**config.mk**
```make
export PLATFORM = sky130hd
export DESIGN_NAME = tdm_err_monitor
export DESIGN_NICKNAME = d
export VERILOG_FILES = /design/src/rtl/tdm_pkg.sv /design/src/rtl/tdm_credit_ctr.sv /design/src/rtl/tdm_req_slot.sv /design/src/rtl/tdm_err_w1c.sv /design/src/rtl/tdm_err_monitor.sv
export SDC_FILE = /design/constraint.sdc
export NUM_CORES = 1
export LEC_CHECK = 0
export BUFFER_PORTS_ARGS = -buffer_cell sky130_fd_sc_hd__buf_4
export CAP_MARGIN = 20
export CORE_MARGIN = 2
export CORE_UTILIZATION = 61
export DETAILED_ROUTE_END_ITERATION = 10
export HOLD_SLACK_MARGIN = 0.15
export PLACE_DENSITY = 0.86
export SLEW_MARGIN = 10
export SYNTH_ARGS = -nofsm -noshare
export SYNTH_HDL_FRONTEND = slang
export SYNTH_SLANG_ARGS = --single-unit
```
**constraint.sdc**
```tcl
create_clock -name clk -period 5.5 [get_ports clk]
set_input_delay 0.55 -clock clk [delete_from_list [all_inputs] [get_ports clk]]
set_output_delay 0.55 -clock clk [all_outputs]
set_load 0.01 [all_outputs]
```
**src/rtl/tdm_pkg.sv**
```systemverilog
// Package: shared layout constants for the transmit DMA error monitor.
// Assumes a fixed channel count of 8, because the register bit layout depends on it.
package tdm_pkg;
    localparam int TDM_NCH        = 8;
    localparam int TDM_REG_W      = 32;
    localparam int TDM_CRERR_LSB  = 0;
    localparam int TDM_OVL_LSB    = 9;
    localparam int TDM_DWERR_BIT  = 30;
    localparam int TDM_ADERR_BIT  = 31;
    localparam int TDM_NOPEND_LSB = 16;
    localparam int TDM_EMPTY_LSB  = 24;

    typedef enum logic [1:0] {
        TDM_REG_STATUS = 2'd0,
        TDM_REG_ERROR  = 2'd1
    } tdm_reg_e;

    // Mask of the implemented error bits.
    function automatic logic [TDM_REG_W-1:0] tdm_err_mask();
        logic [TDM_REG_W-1:0] m;
        m = '0;
        for (int i = 0; i < TDM_NCH; i++) begin
            m[TDM_CRERR_LSB + i] = 1'b1;
            m[TDM_OVL_LSB + i]   = 1'b1;
        end
        m[TDM_DWERR_BIT] = 1'b1;
        m[TDM_ADERR_BIT] = 1'b1;
        return m;
    endfunction
endpackage

```
**src/rtl/tdm_credit_ctr.sv**
```systemverilog
// Module: per-channel credit counter with a desynchronisation detector.
// Raises desync_o in the cycle when FIFO full is seen while the count is nonzero.
// Assumes the strobes are single-cycle and synchronous to clk.
module tdm_credit_ctr #(
    parameter int CREDIT_W = 8
) (
    input  logic clk,
    input  logic rst_n,
    input  logic grant_i,
    input  logic sent_i,
    input  logic full_i,
    output logic desync_o
);
    localparam logic [CREDIT_W-1:0] CNT_MAX = {CREDIT_W{1'b1}};

    logic [CREDIT_W-1:0] cnt_q;

    // Count grants up and sent words down, saturating at both ends.
    always_ff @(posedge clk) begin
        if (!rst_n) begin
            cnt_q <= '0;
        end else if (grant_i && !sent_i && cnt_q != CNT_MAX) begin
            cnt_q <= cnt_q + 1'b1;
        end else if (sent_i && !grant_i && cnt_q != '0) begin
            cnt_q <= cnt_q - 1'b1;
        end
    end

    // Flag a full indication that arrives with outstanding credit.
    always_comb desync_o = full_i && (cnt_q != '0);

    assert_no_overflow_R1: assert property (@(posedge clk) disable iff (!rst_n)
        (cnt_q == CNT_MAX && grant_i && !sent_i) |=> (cnt_q == CNT_MAX));
    assert_no_underflow_R1: assert property (@(posedge clk) disable iff (!rst_n)
        (cnt_q == '0 && sent_i && !grant_i) |=> (cnt_q == '0));
    assert_balanced_hold_R1: assert property (@(posedge clk) disable iff (!rst_n)
        (grant_i && sent_i) |=> $stable(cnt_q));
endmodule

```
**src/rtl/tdm_req_slot.sv**
```systemverilog
// Module: per-channel one-entry request slot tracker.
// An activation fills the slot and a done strobe empties it. Activating a full slot
// (with no done in the same cycle) raises overlap_o for that cycle.
module tdm_req_slot (
    input  logic clk,
    input  logic rst_n,
    input  logic act_i,
    input  logic done_i,
    output logic busy_o,
    output logic overlap_o
);
    logic busy_q;

    // Track occupancy; a release and a refill in the same cycle leave the slot full.
    always_ff @(posedge clk) begin
        if (!rst_n) begin
            busy_q <= 1'b0;
        end else begin
            busy_q <= act_i || (busy_q && !done_i);
        end
    end

    // Report an activation that lands on a slot still holding a command.
    always_comb overlap_o = act_i && busy_q && !done_i;

    always_comb busy_o = busy_q;

    assert_fill_R3: assert property (@(posedge clk) disable iff (!rst_n)
        act_i |=> busy_o);
    assert_release_R3: assert property (@(posedge clk) disable iff (!rst_n)
        (done_i && !act_i) |=> !busy_o);
endmodule

```
**src/rtl/tdm_err_w1c.sv**
```systemverilog
// Module: sticky error register with write-1-to-clear.
// A set wins over a clear on the same bit. Bits outside MASK are held at zero.
module tdm_err_w1c #(
    parameter int             W    = 32,
    parameter logic [W-1:0]   MASK = '1
) (
    input  logic         clk,
    input  logic         rst_n,
    input  logic [W-1:0] set_i,
    input  logic [W-1:0] clr_i,
    output logic [W-1:0] err_o,
    output logic         any_o
);
    logic [W-1:0] err_q;

    // Accumulate set events and drop bits written with 1.
    always_ff @(posedge clk) begin
        if (!rst_n) begin
            err_q <= '0;
        end else begin
            err_q <= ((err_q & ~clr_i) | set_i) & MASK;
        end
    end

    // Expose the register and its reduction.
    always_comb begin
        err_o = err_q;
        any_o = |err_q;
    end

    for (genvar b = 0; b < W; b++) begin : g_chk
        if (MASK[b]) begin : g_live
            assert_set_wins_R6: assert property (@(posedge clk) disable iff (!rst_n)
                set_i[b] |=> err_o[b]);
            assert_sticky_R5: assert property (@(posedge clk) disable iff (!rst_n)
                (err_o[b] && !clr_i[b]) |=> err_o[b]);
        end
    end

    assert_irq_cause_R7: assert property (@(posedge clk) disable iff (!rst_n)
        $rose(any_o) |-> $past(|(set_i & MASK)));
endmodule

```
**src/rtl/tdm_err_monitor.sv**
```systemverilog
// Module: transmit DMA channel status and error monitor (top).
// Builds a status word (buffers empty, no request pending) and a sticky W1C
// error word from the per-channel credit and request-slot trackers, plus two
// global error strobes. Read data is registered on the read strobe.
module tdm_err_monitor
    import tdm_pkg::*;
#(
    parameter int CREDIT_W = 8,
    parameter int ADDR_W   = 2
) (
    input  logic                 clk,
    input  logic                 rst_n,
    input  logic [TDM_NCH-1:0]   credit_grant_i,
    input  logic [TDM_NCH-1:0]   word_sent_i,
    input  logic [TDM_NCH-1:0]   fifo_full_i,
    input  logic [TDM_NCH-1:0]   act_cmd_i,
    input  logic [TDM_NCH-1:0]   req_done_i,
    input  logic [TDM_NCH-1:0]   buf_empty_i,
    input  logic                 addr_err_i,
    input  logic                 dword_err_i,
    input  logic [ADDR_W-1:0]    reg_addr_i,
    input  logic                 reg_wr_i,
    input  logic [TDM_REG_W-1:0] reg_wdata_i,
    input  logic                 reg_rd_i,
    output logic [TDM_REG_W-1:0] reg_rdata_o,
    output logic [TDM_NCH-1:0]   chan_idle_o,
    output logic                 irq_o
);
    localparam logic [TDM_REG_W-1:0] ERR_MASK = tdm_err_mask();
    localparam logic [ADDR_W-1:0]    A_STAT   = ADDR_W'(TDM_REG_STATUS);
    localparam logic [ADDR_W-1:0]    A_ERR    = ADDR_W'(TDM_REG_ERROR);

    logic [TDM_NCH-1:0]   desync;
    logic [TDM_NCH-1:0]   overlap;
    logic [TDM_NCH-1:0]   busy;
    logic [TDM_REG_W-1:0] err_set;
    logic [TDM_REG_W-1:0] err_clr;
    logic [TDM_REG_W-1:0] err_word;
    logic [TDM_REG_W-1:0] stat_word;
    logic [TDM_REG_W-1:0] rdata_q;

    for (genvar c = 0; c < TDM_NCH; c++) begin : g_ch
        tdm_credit_ctr #(.CREDIT_W(CREDIT_W)) u_credit (
            .clk      (clk),
            .rst_n    (rst_n),
            .grant_i  (credit_grant_i[c]),
            .sent_i   (word_sent_i[c]),
            .full_i   (fifo_full_i[c]),
            .desync_o (desync[c])
        );
        tdm_req_slot u_slot (
            .clk       (clk),
            .rst_n     (rst_n),
            .act_i     (act_cmd_i[c]),
            .done_i    (req_done_i[c]),
            .busy_o    (busy[c]),
            .overlap_o (overlap[c])
        );
    end

    // Place the per-channel and global events at their error bit positions.
    always_comb begin
        err_set = '0;
        for (int i = 0; i < TDM_NCH; i++) begin
            err_set[TDM_CRERR_LSB + i] = desync[i];
            err_set[TDM_OVL_LSB + i]   = overlap[i];
        end
        err_set[TDM_DWERR_BIT] = dword_err_i;
        err_set[TDM_ADERR_BIT] = addr_err_i;
    end

    // Turn a write to the error address into a per-bit clear vector.
    always_comb err_clr = (reg_wr_i && reg_addr_i == A_ERR) ? reg_wdata_i : '0;

    tdm_err_w1c #(.W(TDM_REG_W), .MASK(ERR_MASK)) u_err (
        .clk   (clk),
        .rst_n (rst_n),
        .set_i (err_set),
        .clr_i (err_clr),
        .err_o (err_word),
        .any_o (irq_o)
    );

    // Assemble the status word from buffer-empty levels and free request slots.
    always_comb begin
        stat_word = '0;
        stat_word[TDM_EMPTY_LSB  +: TDM_NCH] = buf_empty_i;
        stat_word[TDM_NOPEND_LSB +: TDM_NCH] = ~busy;
    end

    // A channel is idle when its buffers are empty and nothing is pending.
    always_comb chan_idle_o = buf_empty_i & ~busy;

    // Capture the addressed register on a read strobe.
    always_ff @(posedge clk) begin
        if (!rst_n) begin
            rdata_q <= '0;
        end else if (reg_rd_i) begin
            if (reg_addr_i == A_STAT)      rdata_q <= stat_word;
            else if (reg_addr_i == A_ERR)  rdata_q <= err_word;
            else                           rdata_q <= '0;
        end
    end

    always_comb reg_rdata_o = rdata_q;

    assert_rdata_hold_R8: assert property (@(posedge clk) disable iff (!rst_n)
        !reg_rd_i |=> $stable(reg_rdata_o));
    assert_overlap_flags_R3: assert property (@(posedge clk) disable iff (!rst_n)
        (|overlap) |=> irq_o);
    assert_reserved_zero_R5: assert property (@(posedge clk) disable iff (!rst_n)
        (reg_rd_i && reg_addr_i == A_ERR) |=> (reg_rdata_o & ~ERR_MASK) == '0);
endmodule

```
==> results by group <==
Yosys
  • Register area share after synthesis: 0.3298
  • Synthesized area: 7346 um^2
  • Netlist cell types: 58
  • Asr flop ratio synth: 0
  • Net Count, Synth: 1020
  • Top_reg_cell synth: dfxtp_1
  • Avg Inst Size Synth: 8.395 um^2
  • Post-Syn Instances: 875
  • EDFF count, synth: 0
  • Yosys warning count: 0
  • Yosys reg bits: 121

Timing
  • Minimum clock period: 2.787 ns
  • Setup ws final: 2.713 ns
  • Final Hold Violating Endpoints: 0
  • Final period util: 0.5067
  • Sum Neg Setup Slack: 0 ns
  • Max_slew headroom: 0.3386
  • FMAX: 358.8 MHz
  • Clk_skew: 0.005986 ns
  • RSZ-0062 raised after global routing: false
  • Final setup vio count: 0
  • Slew Viols, Final: 0
  • Slew @ Worst Pin: 0.9910 ns

Worst setup path
  • WS Path Type: flip-flop to flip-flop
  • WP data required: 5.84 ns
  • CP endpoint kind: flip-flop
  • CP Launch Type: flip-flop
  • Critical path fanouts, max: 15
  • Worst Path Arrival: 3.13 ns

Floorplanning
  • I/O Pins: 129
  • Height of the die: 113.7 um
  • Starting density of the core: 0.6193
  • Core ar.: 11860 um^2
  • Chip Width: 113.7 um
  • Site row count: 40
  • Die area: 12940 um^2

Clocking
  • Post-CTS Hold Fix Bufs: 0
  • Post-CTS Setup Repair Bufs: 0
  • TritonCTS clock tree: yes
  • Clock root buffer: clkbuf_16
  • Htree depth: 4
  • Post-CTS Resized: 0
  • Clock Tree Buf Depth: 2
  • Clock buffer count from CTS: 17
  • Clock sink count: 121
  • Clock Latency Late Sink: 0.42 ns
  • Clock transition at the registers of the reported paths: 0.06 ns

Drt
  • # DRC: 0
  • First-pass iteration count of the detailed router: 5
  • Drt initial violations: 606
  • DRT Wirelength: 17640 um
  • Avg Vias per Cell: 5.998
  • Detail Route Antenna Nets: 0
  • Post-DR wirelength/cell: 15.42 um
  • DR vias: 6862

Global route
  • Remaining Overflow, GRT: 0
  • Busiest grt layer: met2
  • Initial antenna violation count: 0
  • First-pass GRT wire length: 29450 um
  • Pin count of the biggest net entering global routing: 45
  • Met2 usage: 0.4563
  • Grt met1 use: 0.3684
  • Vias in the first global route: 6328
  • Total Routing Usage GR: 0.2801
  • Global Route met3 Usage: 0.05473

Pwr
  • Power Dens Cells: 402.0 nW/um^2
  • Peak VDD IR: 0.0002262 V
  • Tot Pwr: 3543 uW
  • Pleak: 0.003734 uW

Placed design
  • Dpl ws: 2.762 ns
  • GPL Wtd Cong: 0.8756
  • Detailed placement HPWL: 12630 um
  • I/O Buffers: 113
  • Placed Cells: 1112

Min path
  • Hold WC Path Type: primary input to flip-flop

Cells and area
  • Nets@finish: 1129
  • Synthesis-to-layout area growth: 19.98%
  • Number of diodes: 0
  • Share of cells above drive strength 1: 0.1856
  • Final Non-Filler Cells: 1144

Outcome
  • Status: completed

Run
  • Maxcap violations: 0
==> final cells by class <==
type	count	area, um^2
Inverter	22	83.83
Timing Repair Buffer	115	863.3
Fill cell	865	3048
Clock buffer	22	464.2
Sequential cell	121	2422
Multi-Input combinational cell	707	4700
Clock inverter	10	96.34
Tap cell	147	183.9
==> worst max-delay path, stage by stage, from the launching register on <==
cell      delay, ns
dfxtp_1        0.45
nand4_1        0.16
o211ai_2       0.66
ha_1           0.42
a211oi_1       0.32
nor2_1         0.10
nor4b_1        0.28
o41ai_1        0.14
a21oi_1        0.16
==> metal layers <==
layer  routed length [um]  vias up
li1                     -     3442
met1                 8026     3185
met2                 8292      202
met3                  958       33
met4                  367        0
met5                    0        -
==> layout by cell type (no fill, tap or decap), types with 22 or more instances in the layout <==
cell type and instances:
dfxtp_1 121, nor2_1 115, buf_4 115, a21oi_1 86
nand2_1 69, nand3_1 52, ha_1 49, nor2b_1 43
o21ai_0 26, xnor2_1 24, a22oi_1 23, a211oi_1 22
==> registers in the layout, summed over array words and instances, names as in the netlist <==
register             flops
g_ch.u_credit.cnt_q     64
reg_rdata_o             31
u_err.err_o             18
g_ch.u_slot.busy_o       8
==> power by group <==
group          total (uW)  internal [uW]  switching [uW]
registers            1200           1030             175
clock network        1040            644             399
logic                1300            606             692
total                3540           2280            1270
==> cells in the mapped netlist, types with 6 or more instances <==
cell type,instances,area share
o21ai_0,26,0.018
nor2_1,115,0.059
ha_1,49,0.083
nand4_1,17,0.014
mux2i_1,8,0.011
a21o_1,16,0.016
clkbuf_1,15,0.0077
nand2_1,69,0.035
o2bb2ai_1,9,0.011
nand4b_1,6,0.0072
o211ai_1,7,0.0072
nor4_1,17,0.014
fa_1,8,0.022
xnor2_1,24,0.029
a211oi_1,22,0.022
or3_1,8,0.0068
o311ai_1,8,0.0095
nor3b_1,10,0.010
a21oi_1,86,0.059
nor2b_1,43,0.037
a22oi_1,23,0.024
nand3_1,52,0.035
nand2b_1,11,0.0094
o211ai_2,11,0.019
dfxtp_1,121,0.33
inv_1,20,0.010
==> through the flow <==
stage | util | hold slack, ns | area, um^2
after global placement | 0.6958 | 0.4694 | 8253
after CTS | 0.7430 | 0.3227 | 8813
after detailed placement | 0.6958 | 0.4828 | 8253
after global routing | 0.7430 | 0.3251 | 8813
after floorplan | - | 0.4650 | 7346
final | 0.7430 | 0.3381 | 8813
==> kinds of logic (layout without fill, tap and decap cells) <==
group | after synthesis | count (layout) | synth area share
mux | 12 | 12 | 0.01703
flops | 121 | 121 | 0.3298
simple gates | 384 | 384 | 0.2776
xor+xnor | 24 | 24 | 0.02862
buf+inv | 47 | 169 | 0.03049
other cells | 1 | 1 | 0.0005105
fa+ha+maj | 57 | 57 | 0.1053
compound gates | 229 | 229 | 0.2107
==> path summary, 6_finish.rpt <==
kind | start | to | slack (ns) | cells after the start
setup / recovery | g_ch[1].u_credit.cnt_q[0] | g_ch[1].u_credit.cnt_q[6] | 2.71 | 8
hold / removal | addr_err_i | u_err.err_o[31] | 0.34 | 3
setup reg to reg | g_ch[1].u_credit.cnt_q[0] | g_ch[1].u_credit.cnt_q[6] | 2.71 | 8
hold reg to reg | reg_rdata_o[20] | reg_rdata_o[20] | 0.49 | 2
No activity file was read; power rests on OpenSTA's default activity.
